$ cat src/rtl/lat_meter_pkg.sv
package lat_meter_pkg;

    // Measurement phase of the meter.
    typedef enum logic [1:0] {
        PH_IDLE = 2'd0,   // waiting for a start, no result held
        PH_RUN  = 2'd1,   // counting link clocks
        PH_HOLD = 2'd2    // result latched, done presented
    } phase_e;

    // Events decoded from the inputs in one cycle.
    typedef struct packed {
        logic start;   // request line rose
        logic abort;   // request line dropped during a run
        logic stop;    // first valid seen during a run
    } meter_evt_t;

    // Next phase from the current phase and the decoded events.
    function automatic phase_e next_phase(phase_e cur, meter_evt_t ev);
        phase_e nxt;
        nxt = cur;
        case (cur)
            PH_IDLE: if (ev.start) nxt = PH_RUN;
            PH_RUN: begin
                if (ev.abort)     nxt = PH_IDLE;
                else if (ev.stop) nxt = PH_HOLD;
            end
            PH_HOLD: if (ev.start) nxt = PH_RUN;
            default: nxt = PH_IDLE;
        endcase
        return nxt;
    endfunction

endpackage

$ cat src/rtl/lat_edge_detect.sv
module lat_edge_detect (
    input  logic clk,
    input  logic rst,
    input  logic sig_in,
    output logic rise
);
    logic sig_q;

    // Reset to high so a line already released at reset is no start.
    always_ff @(posedge clk) begin
        if (rst) sig_q <= 1'b1;
        else     sig_q <= sig_in;
    end

    assign rise = sig_in & ~sig_q;
endmodule

$ cat src/rtl/lat_sat_counter.sv
module lat_sat_counter #(
    parameter int CNT_W = 16
) (
    input  logic             clk,
    input  logic             rst,
    input  logic             clr,
    input  logic             en,
    output logic [CNT_W-1:0] cnt_inc,
    output logic             ovf
);
    localparam logic [CNT_W-1:0] CNT_MAX = '1;

    logic [CNT_W-1:0] cnt;

    assign cnt_inc = (cnt == CNT_MAX) ? cnt : cnt + 1'b1;

    always_ff @(posedge clk) begin
        if (rst || clr) begin
            cnt <= '0;
            ovf <= 1'b0;
        end else if (en) begin
            cnt <= cnt_inc;
            if (cnt_inc == CNT_MAX) ovf <= 1'b1;
        end
    end
endmodule

$ cat src/rtl/lat_result_store.sv
module lat_result_store #(
    parameter int CNT_W = 16
) (
    input  logic             clk,
    input  logic             rst,
    input  logic             load,
    input  logic [CNT_W-1:0] new_val,
    output logic [CNT_W-1:0] result,
    output logic             mismatch
);
    logic have_prev;

    // The held result is also the reference for the next comparison.
    always_ff @(posedge clk) begin
        if (rst) begin
            result    <= '0;
            mismatch  <= 1'b0;
            have_prev <= 1'b0;
        end else if (load) begin
            result    <= new_val;
            mismatch  <= have_prev && (new_val != result);
            have_prev <= 1'b1;
        end
    end
endmodule

$ cat src/rtl/link_lat_meter.sv
module link_lat_meter
    import lat_meter_pkg::*;
#(
    parameter int CNT_W = 16
) (
    input  logic             clk,
    input  logic             rst,
    input  logic             sync_n,
    input  logic             link_valid,
    output logic [CNT_W-1:0] lat_count,
    output logic             lat_done,
    output logic             lat_mismatch,
    output logic             lat_overflow
);
    phase_e           phase;
    meter_evt_t       ev;
    logic             sync_rise;
    logic [CNT_W-1:0] cnt_inc;

    lat_edge_detect u_edge (
        .clk    (clk),
        .rst    (rst),
        .sig_in (sync_n),
        .rise   (sync_rise)
    );

    always_comb begin
        ev.start = sync_rise;
        ev.abort = (phase == PH_RUN) && !sync_n;
        ev.stop  = (phase == PH_RUN) && sync_n && link_valid;
    end

    always_ff @(posedge clk) begin
        if (rst) phase <= PH_IDLE;
        else     phase <= next_phase(phase, ev);
    end

    lat_sat_counter #(.CNT_W(CNT_W)) u_cnt (
        .clk     (clk),
        .rst     (rst),
        .clr     (ev.start),
        .en      (phase == PH_RUN),
        .cnt_inc (cnt_inc),
        .ovf     (lat_overflow)
    );

    lat_result_store #(.CNT_W(CNT_W)) u_store (
        .clk      (clk),
        .rst      (rst),
        .load     (ev.stop),
        .new_val  (cnt_inc),
        .result   (lat_count),
        .mismatch (lat_mismatch)
    );

    assign lat_done = (phase == PH_HOLD);
endmodule

$ cat config.mk
export PLATFORM = sky130hd
export DESIGN_NAME = link_lat_meter
export DESIGN_NICKNAME = d
export VERILOG_FILES = /design/src/rtl/lat_meter_pkg.sv /design/src/rtl/lat_edge_detect.sv /design/src/rtl/lat_sat_counter.sv /design/src/rtl/lat_result_store.sv /design/src/rtl/link_lat_meter.sv
export SDC_FILE = /design/constraint.sdc
export NUM_CORES = 1
export LEC_CHECK = 0
export ABC_AREA = 1
export BUFFER_PORTS_ARGS = -buffer_cell sky130_fd_sc_hd__buf_2
export CORE_MARGIN = 5
export CORE_UTILIZATION = 30
export CTS_CLUSTER_SIZE = 25
export DETAILED_ROUTE_END_ITERATION = 10
export HOLD_SLACK_MARGIN = 0.12
export SYNTH_ARGS = -nofsm -noshare
export SYNTH_HDL_FRONTEND = slang
export SYNTH_SLANG_ARGS = --single-unit
$ cat constraint.sdc
create_clock -name clk -period 2.05 [get_ports clk]
set_clock_uncertainty 0.1 [all_clocks]
set_input_delay 0.5125 -clock clk [delete_from_list [all_inputs] [get_ports clk]]
set_output_delay 0.5125 -clock clk [all_outputs]
set_load 0.05 [all_outputs]
; Word level (Yosys, flattened, before mapping)
; Cells that the tools add are included.
[classes]
addsub = 1
n_eq_ne = 7
n_mux = 5
n_bitwise = 2
reduce_logical = 10
[op_table]
columns = cell, n
row1 = $eq 16x16->1 const B, 2
row2 = $add 16x1->16 const B, 1
row3 = $mux 16, 1
row4 = $ne 16x16->1, 1
row5 = $mux 2, 3
row6 = $logic_and 1x1->1, 4
row7 = $pmux 2 s2, 1
row8 = $reduce_and 2->1, 2
row9 = $ne 3x2->1 const B, 1
row10 = $eq 2x1->1 const B, 1
row11 = $eq 2x2->1 const B, 1
row12 = $logic_not 2->1, 1
row13 = $ne 2x1->1 const B, 1
row14 = $reduce_or 2->1, 1
row15 = $and 1x1->1, 1
row16 = $logic_not 1->1, 1
row17 = $logic_or 1x1->1, 1
row18 = $not 1->1, 1
[totals]
ff_bits = 38
in_bits = 4
out_inout_bits = 19

; Depth between registers and ports, before layout
[depth]
depth_word = 6
depth_mapped = 16

; Modules after synthesis
; From an unflattened synthesis, not the netlist that was laid out.
[hier_totals]
hier_cells = 381
hier_area_um2 = 2316.0
[modules_own_cells]
columns = module, instances, cells_each, area_each_um2
row1 = lat_sat_counter, 1, 203, 1209.9
row2 = lat_result_store, 1, 159, 972.2
row3 = link_lat_meter, 1, 14, 96.3
row4 = lat_edge_detect, 1, 5, 37.5

; Least setup slack after synthesis
; No wires, ideal clock.
[synth_path]
path_kind = register -> register
from = reg u_cnt.cnt[0]
to = reg u_store.mismatch
arrival_time_ns = 1.701
setup_slack_ns = 0.117
path_stages_with_launch = 16
cell_sequence = dfxtp_1 ha_1 nand3_2 inv_2 nand2_4 clkinv_2 nand2_4 buf_6 nand2_4 nand2_2 a21oi_2 nand3_1 nor2_1 nand2_1 nand2_1 a21oi_1
[synth_between]
elab_chain_cells = 4
[synth_rtl]
columns = element, line_no
row1 = start: declaration, lat_sat_counter.sv:13  ; logic [CNT_W-1:0] cnt;
row2 = start signal: assignment, lat_sat_counter.sv:22  ; cnt <= cnt_inc;
row3 = $add 16x1->16 / $eq 16x16->1 (equally long branches), lat_sat_counter.sv:15  ; assign cnt_inc = (cnt == CNT_MAX) ? cnt : cnt + 1'b1;
row4 = $mux 16 (*), lat_sat_counter.sv:15
row5 = $ne 16x16->1 (*), lat_result_store.sv:21  ; mismatch <= have_prev && (new_val != result);
row6 = $logic_and 1x1->1 (*), lat_result_store.sv:21
row7 = end signal: assignment, lat_result_store.sv:21
row8 = end: declaration, lat_result_store.sv:9  ; output logic mismatch
; Every way passes the cells marked *; elsewhere a longest branch is shown, timed or not.
; A chain may end at the register's enable or synchronous reset.

; Final worst setup path
[layout_path]
from = reg u_cnt.cnt[4]
to = reg u_cnt.ovf
[layout_between]
elab_chain_cells = 4
[layout_rtl]
columns = element, line_no
row1 = $add 16x1->16 / $eq 16x16->1 (equally long branches), lat_sat_counter.sv:15
row2 = $mux 16 (*), lat_sat_counter.sv:15
row3 = $eq 16x16->1 (*), lat_sat_counter.sv:23  ; if (cnt_inc == CNT_MAX) ovf <= 1'b1;
row4 = $reduce_and 2->1 (no source line) (*), -
row5 = end signal: assignment, lat_sat_counter.sv:20  ; ovf <= 1'b0;
row6 = end signal: assignment, lat_sat_counter.sv:23
row7 = end: declaration, lat_sat_counter.sv:9  ; output logic ovf
; Marked as above.

==> impl_metrics.env <==
export IMPL_htreeDepth=2
export IMPL_power_share_clock_pct=40.3
export IMPL_syn_avg_cell_area_um2=6.25
export IMPL_swShare_pct=26.6
export IMPL_whs_ns=0.362
export IMPL_crit_family="simple AND/OR/NAND/NOR gates"
export IMPL_viasPerCell=4.74
export IMPL_setup_violations=0
export IMPL_ant_nets=0
export IMPL_antenna_found_initial=0
export IMPL_max_cap_violations=0
export IMPL_hold_viol_final=0
export IMPL_synth_async_reset_ratio_pct=0
export IMPL_synth_top_area_share_pct=33.2
export IMPL_yosys_warnings=0
export IMPL_yosysMostFrequentCell="nand2_1"
export IMPL_vias=2372
export IMPL_seqPwrFrac_pct=48.5
export IMPL_cts_tree="built"
export IMPL_routed_wl_mm=6.35
export IMPL_path_max_fanout=5
export IMPL_reg2reg_slack_ns=0.12
export IMPL_place_inst=490
export IMPL_clk_pin_slew_ns=0.08
export IMPL_drtPass1Iterations=5
export IMPL_synth_net_count=372
export IMPL_crit_path_top_delay_cell="dfxtp_1"
export IMPL_timing_rr_start="u_cnt.cnt[4]"
export IMPL_criticalPathCategory="reg2reg"
export IMPL_synthDistinctLibCells=27
export IMPL_setup_ws_ns=0.120
export IMPL_dieArea_um2=9490
export IMPL_met1_usage_pct=16.2
export IMPL_use_met2_pct=21.9
export IMPL_syn_to_final_growth_pct=23.8
export IMPL_fin_tns_setup_ns=0
export IMPL_hold_depth=3
export IMPL_post_drt_wl_per_cell_um=12.7
export IMPL_drive_above_1_share_pct=23.2
export IMPL_worstPathCellList="nand2_2, nor2_4, nand2_4, nor2_4, o211ai_1, nand2_1, nand4_1, nor2_1, nand3_1, a21oi_1"
export IMPL_antenna_diode_count=0
export IMPL_final_max_slew_viol_count=0
export IMPL_reg2reg_to="u_cnt.ovf"
export IMPL_die_y_um=97.4
export IMPL_synth_edff_count=0
export IMPL_powerDensity_nw_per_um2=565
export IMPL_fin_crit_sh_pct=94.2
export IMPL_hold_start="sync_n"
export IMPL_grt_ovfl_total=0
export IMPL_grt_pass1_wl_mm=10.2
export IMPL_cp_end_kind="register"
export IMPL_cts_sinks=38
export IMPL_critPathLaunchType="register"
export IMPL_post_place_ws_ns=-0.00426
export IMPL_clock_path_buffers=2
export IMPL_layout_min_cycle_time_ns=1.93
export IMPL_rows=31
export IMPL_cts_buffers=5
export IMPL_slowest_delay_ns=0.41
export IMPL_switching_power_uw=427
export IMPL_clock_root_buffer="clkbuf_8"
export IMPL_coreArea_um2=7330
export IMPL_grt_pass1_vias=2232
export IMPL_dp_final_hpwl_mm=4.61
export IMPL_postCtsHoldBufs=0
export IMPL_vdd_drop_max_uv=343
export IMPL_internal_power_uw=1180
export IMPL_netlist_area_um2=2290
export IMPL_drcViolationCount=0
export IMPL_p_comb_share_pct=11.2
export IMPL_hold_end="u_edge.sig_q"
export IMPL_synthTopCellsByCount="nand2_1, inv_1, dfxtp_1"
export IMPL_die_w_um=97.4
export IMPL_use_met3_pct=2.58
export IMPL_crit_required_ns=2.16
export IMPL_grt_max_degree=35
export IMPL_r2r_cells=10
export IMPL_total_leakage_power_uw=0.00140
export IMPL_synth_flop_cell="dfxtp_1"
export IMPL_routabilityCongestion=0.874
export IMPL_ys_seq_elements=38
export IMPL_busiest_layer="met2"
export IMPL_worstSkewPairLatency_ns=0.29
export IMPL_worst_slew_pin_slew_ns=0.604
export IMPL_utilization_pct=38.7
export IMPL_max_slew_margin_rel_pct=59.7
export IMPL_arrival_ns=2.04
export IMPL_run_status="complete, no violations"
export IMPL_final_cells=500
export IMPL_yosys_area_top_type="dfxtp_1"
export IMPL_cp_num_buf_inv=0
export IMPL_synthCells=367
export IMPL_track_usage_pct=13.0
export IMPL_portBuffers=22
export IMPL_cpMostUsedCell="nor2_4"
export IMPL_pin_count=23
export IMPL_fmax_ghz=0.518
export IMPL_drtIter0Drc=120
export IMPL_yosysSeqAreaShare_pct=33.2
export IMPL_num_nets_final=405
export IMPL_start_util_pct=31.3
export IMPL_ys_top_cells_by_area="dfxtp_1, nand2_1, inv_1"
export IMPL_hold_path_class="in2reg"
## logic make-up after synthesis
| family | count (synthesis) | share of synthesized area (%) |
|---|---|---|
| and+or+nand+nor | 169 | 34.3 |
| AOI/OAI and AO/OA | 71 | 15.9 |
| DFF | 38 | 33.2 |
| adders and majority gates | 1 | 0.545 |
| xor gates and xnor gates | 6 | 2.29 |
| buffers and inverters | 82 | 13.9 |
## placed cells by master (no fill, tap or decap), drive strengths merged
cell	synthesis	final
nand2	92	94
inv	69	70
dfxtp	38	38
nor2	37	37
o21ai	36	36
buf	3	35
a21oi	33	33
nand3	30	30
nand4	9	9
clkbuf	8	6
xor2	5	5
clkinvlp	0	2
o211ai	2	2
xnor2	1	1
nor4	1	1
ha	1	1
bufinv	0	1
## power groups by stage
stage	Sequential (uW)	Combinational [uW]	Clock (uW)
6_report	779	180	646
5_1_grt	782	201	707
4_1_cts	777	171	664
3_5_place_dp	794	171	0
3_3_place_gp	794	171	0
2_1_floorplan	809	104	0
## worst max-delay path by stage
stage                            start               end  cells past startpoint
after floorplan           u_cnt.cnt[0]  u_store.mismatch                     15
after global placement    u_cnt.cnt[0]  u_store.mismatch                     15
after detailed placement  u_cnt.cnt[0]  u_store.mismatch                     15
after CTS                 u_cnt.cnt[8]         u_cnt.ovf                     10
after global routing      u_cnt.cnt[0]  u_store.mismatch                     14
final                     u_cnt.cnt[4]         u_cnt.ovf                     10
## layout make-up
| type | instances | area, um2 |
|---|---|---|
| flip-flops and latches | 38 | 778 |
| clock inverters | 2 | 37.5 |
| well taps | 99 | 124 |
| clock buffers | 6 | 72.6 |
| inverters | 71 | 275 |
| repair buffers | 35 | 208 |
| multi-input cells | 249 | 1340 |
| fillers | 805 | 4490 |
## stage by stage
stage	power, uW	area, um2
finish	1600	2840
global placement	964	2570
global route	1690	2840
floorplan	913	2290
detailed placement	965	2570
CTS	1610	2690
## flip-flops by register name, indices dropped and copies added, names as in the netlist
signal             count
u_cnt.ovf              1
u_store.result        16
u_cnt.cnt             16
u_edge.sig_q           1
u_store.have_prev      1
u_store.mismatch       1
phase                  2
## tightest hold or removal path, stage by stage
cell and delay [ns]:
buf_2 0.10, inv_1 0.06, nand2_1 0.06
## routing by layer
| layer | vias to the layer above | wire length (um) |
|---|---|---|
| met5 | - | 0 |
| met4 | 0 | 152 |
| met3 | 12 | 328 |
| met2 | 75 | 3160 |
| met1 | 1065 | 2710 |
| li1 | 1220 | - |
## repair_timing
item	CTS	global route
pin swaps	0	12
cloned	0	2
gates resized for setup	1	39
setup buffers	0	0
setup endpoints to repair	2	2
Power figures use the tool's default switching activity.
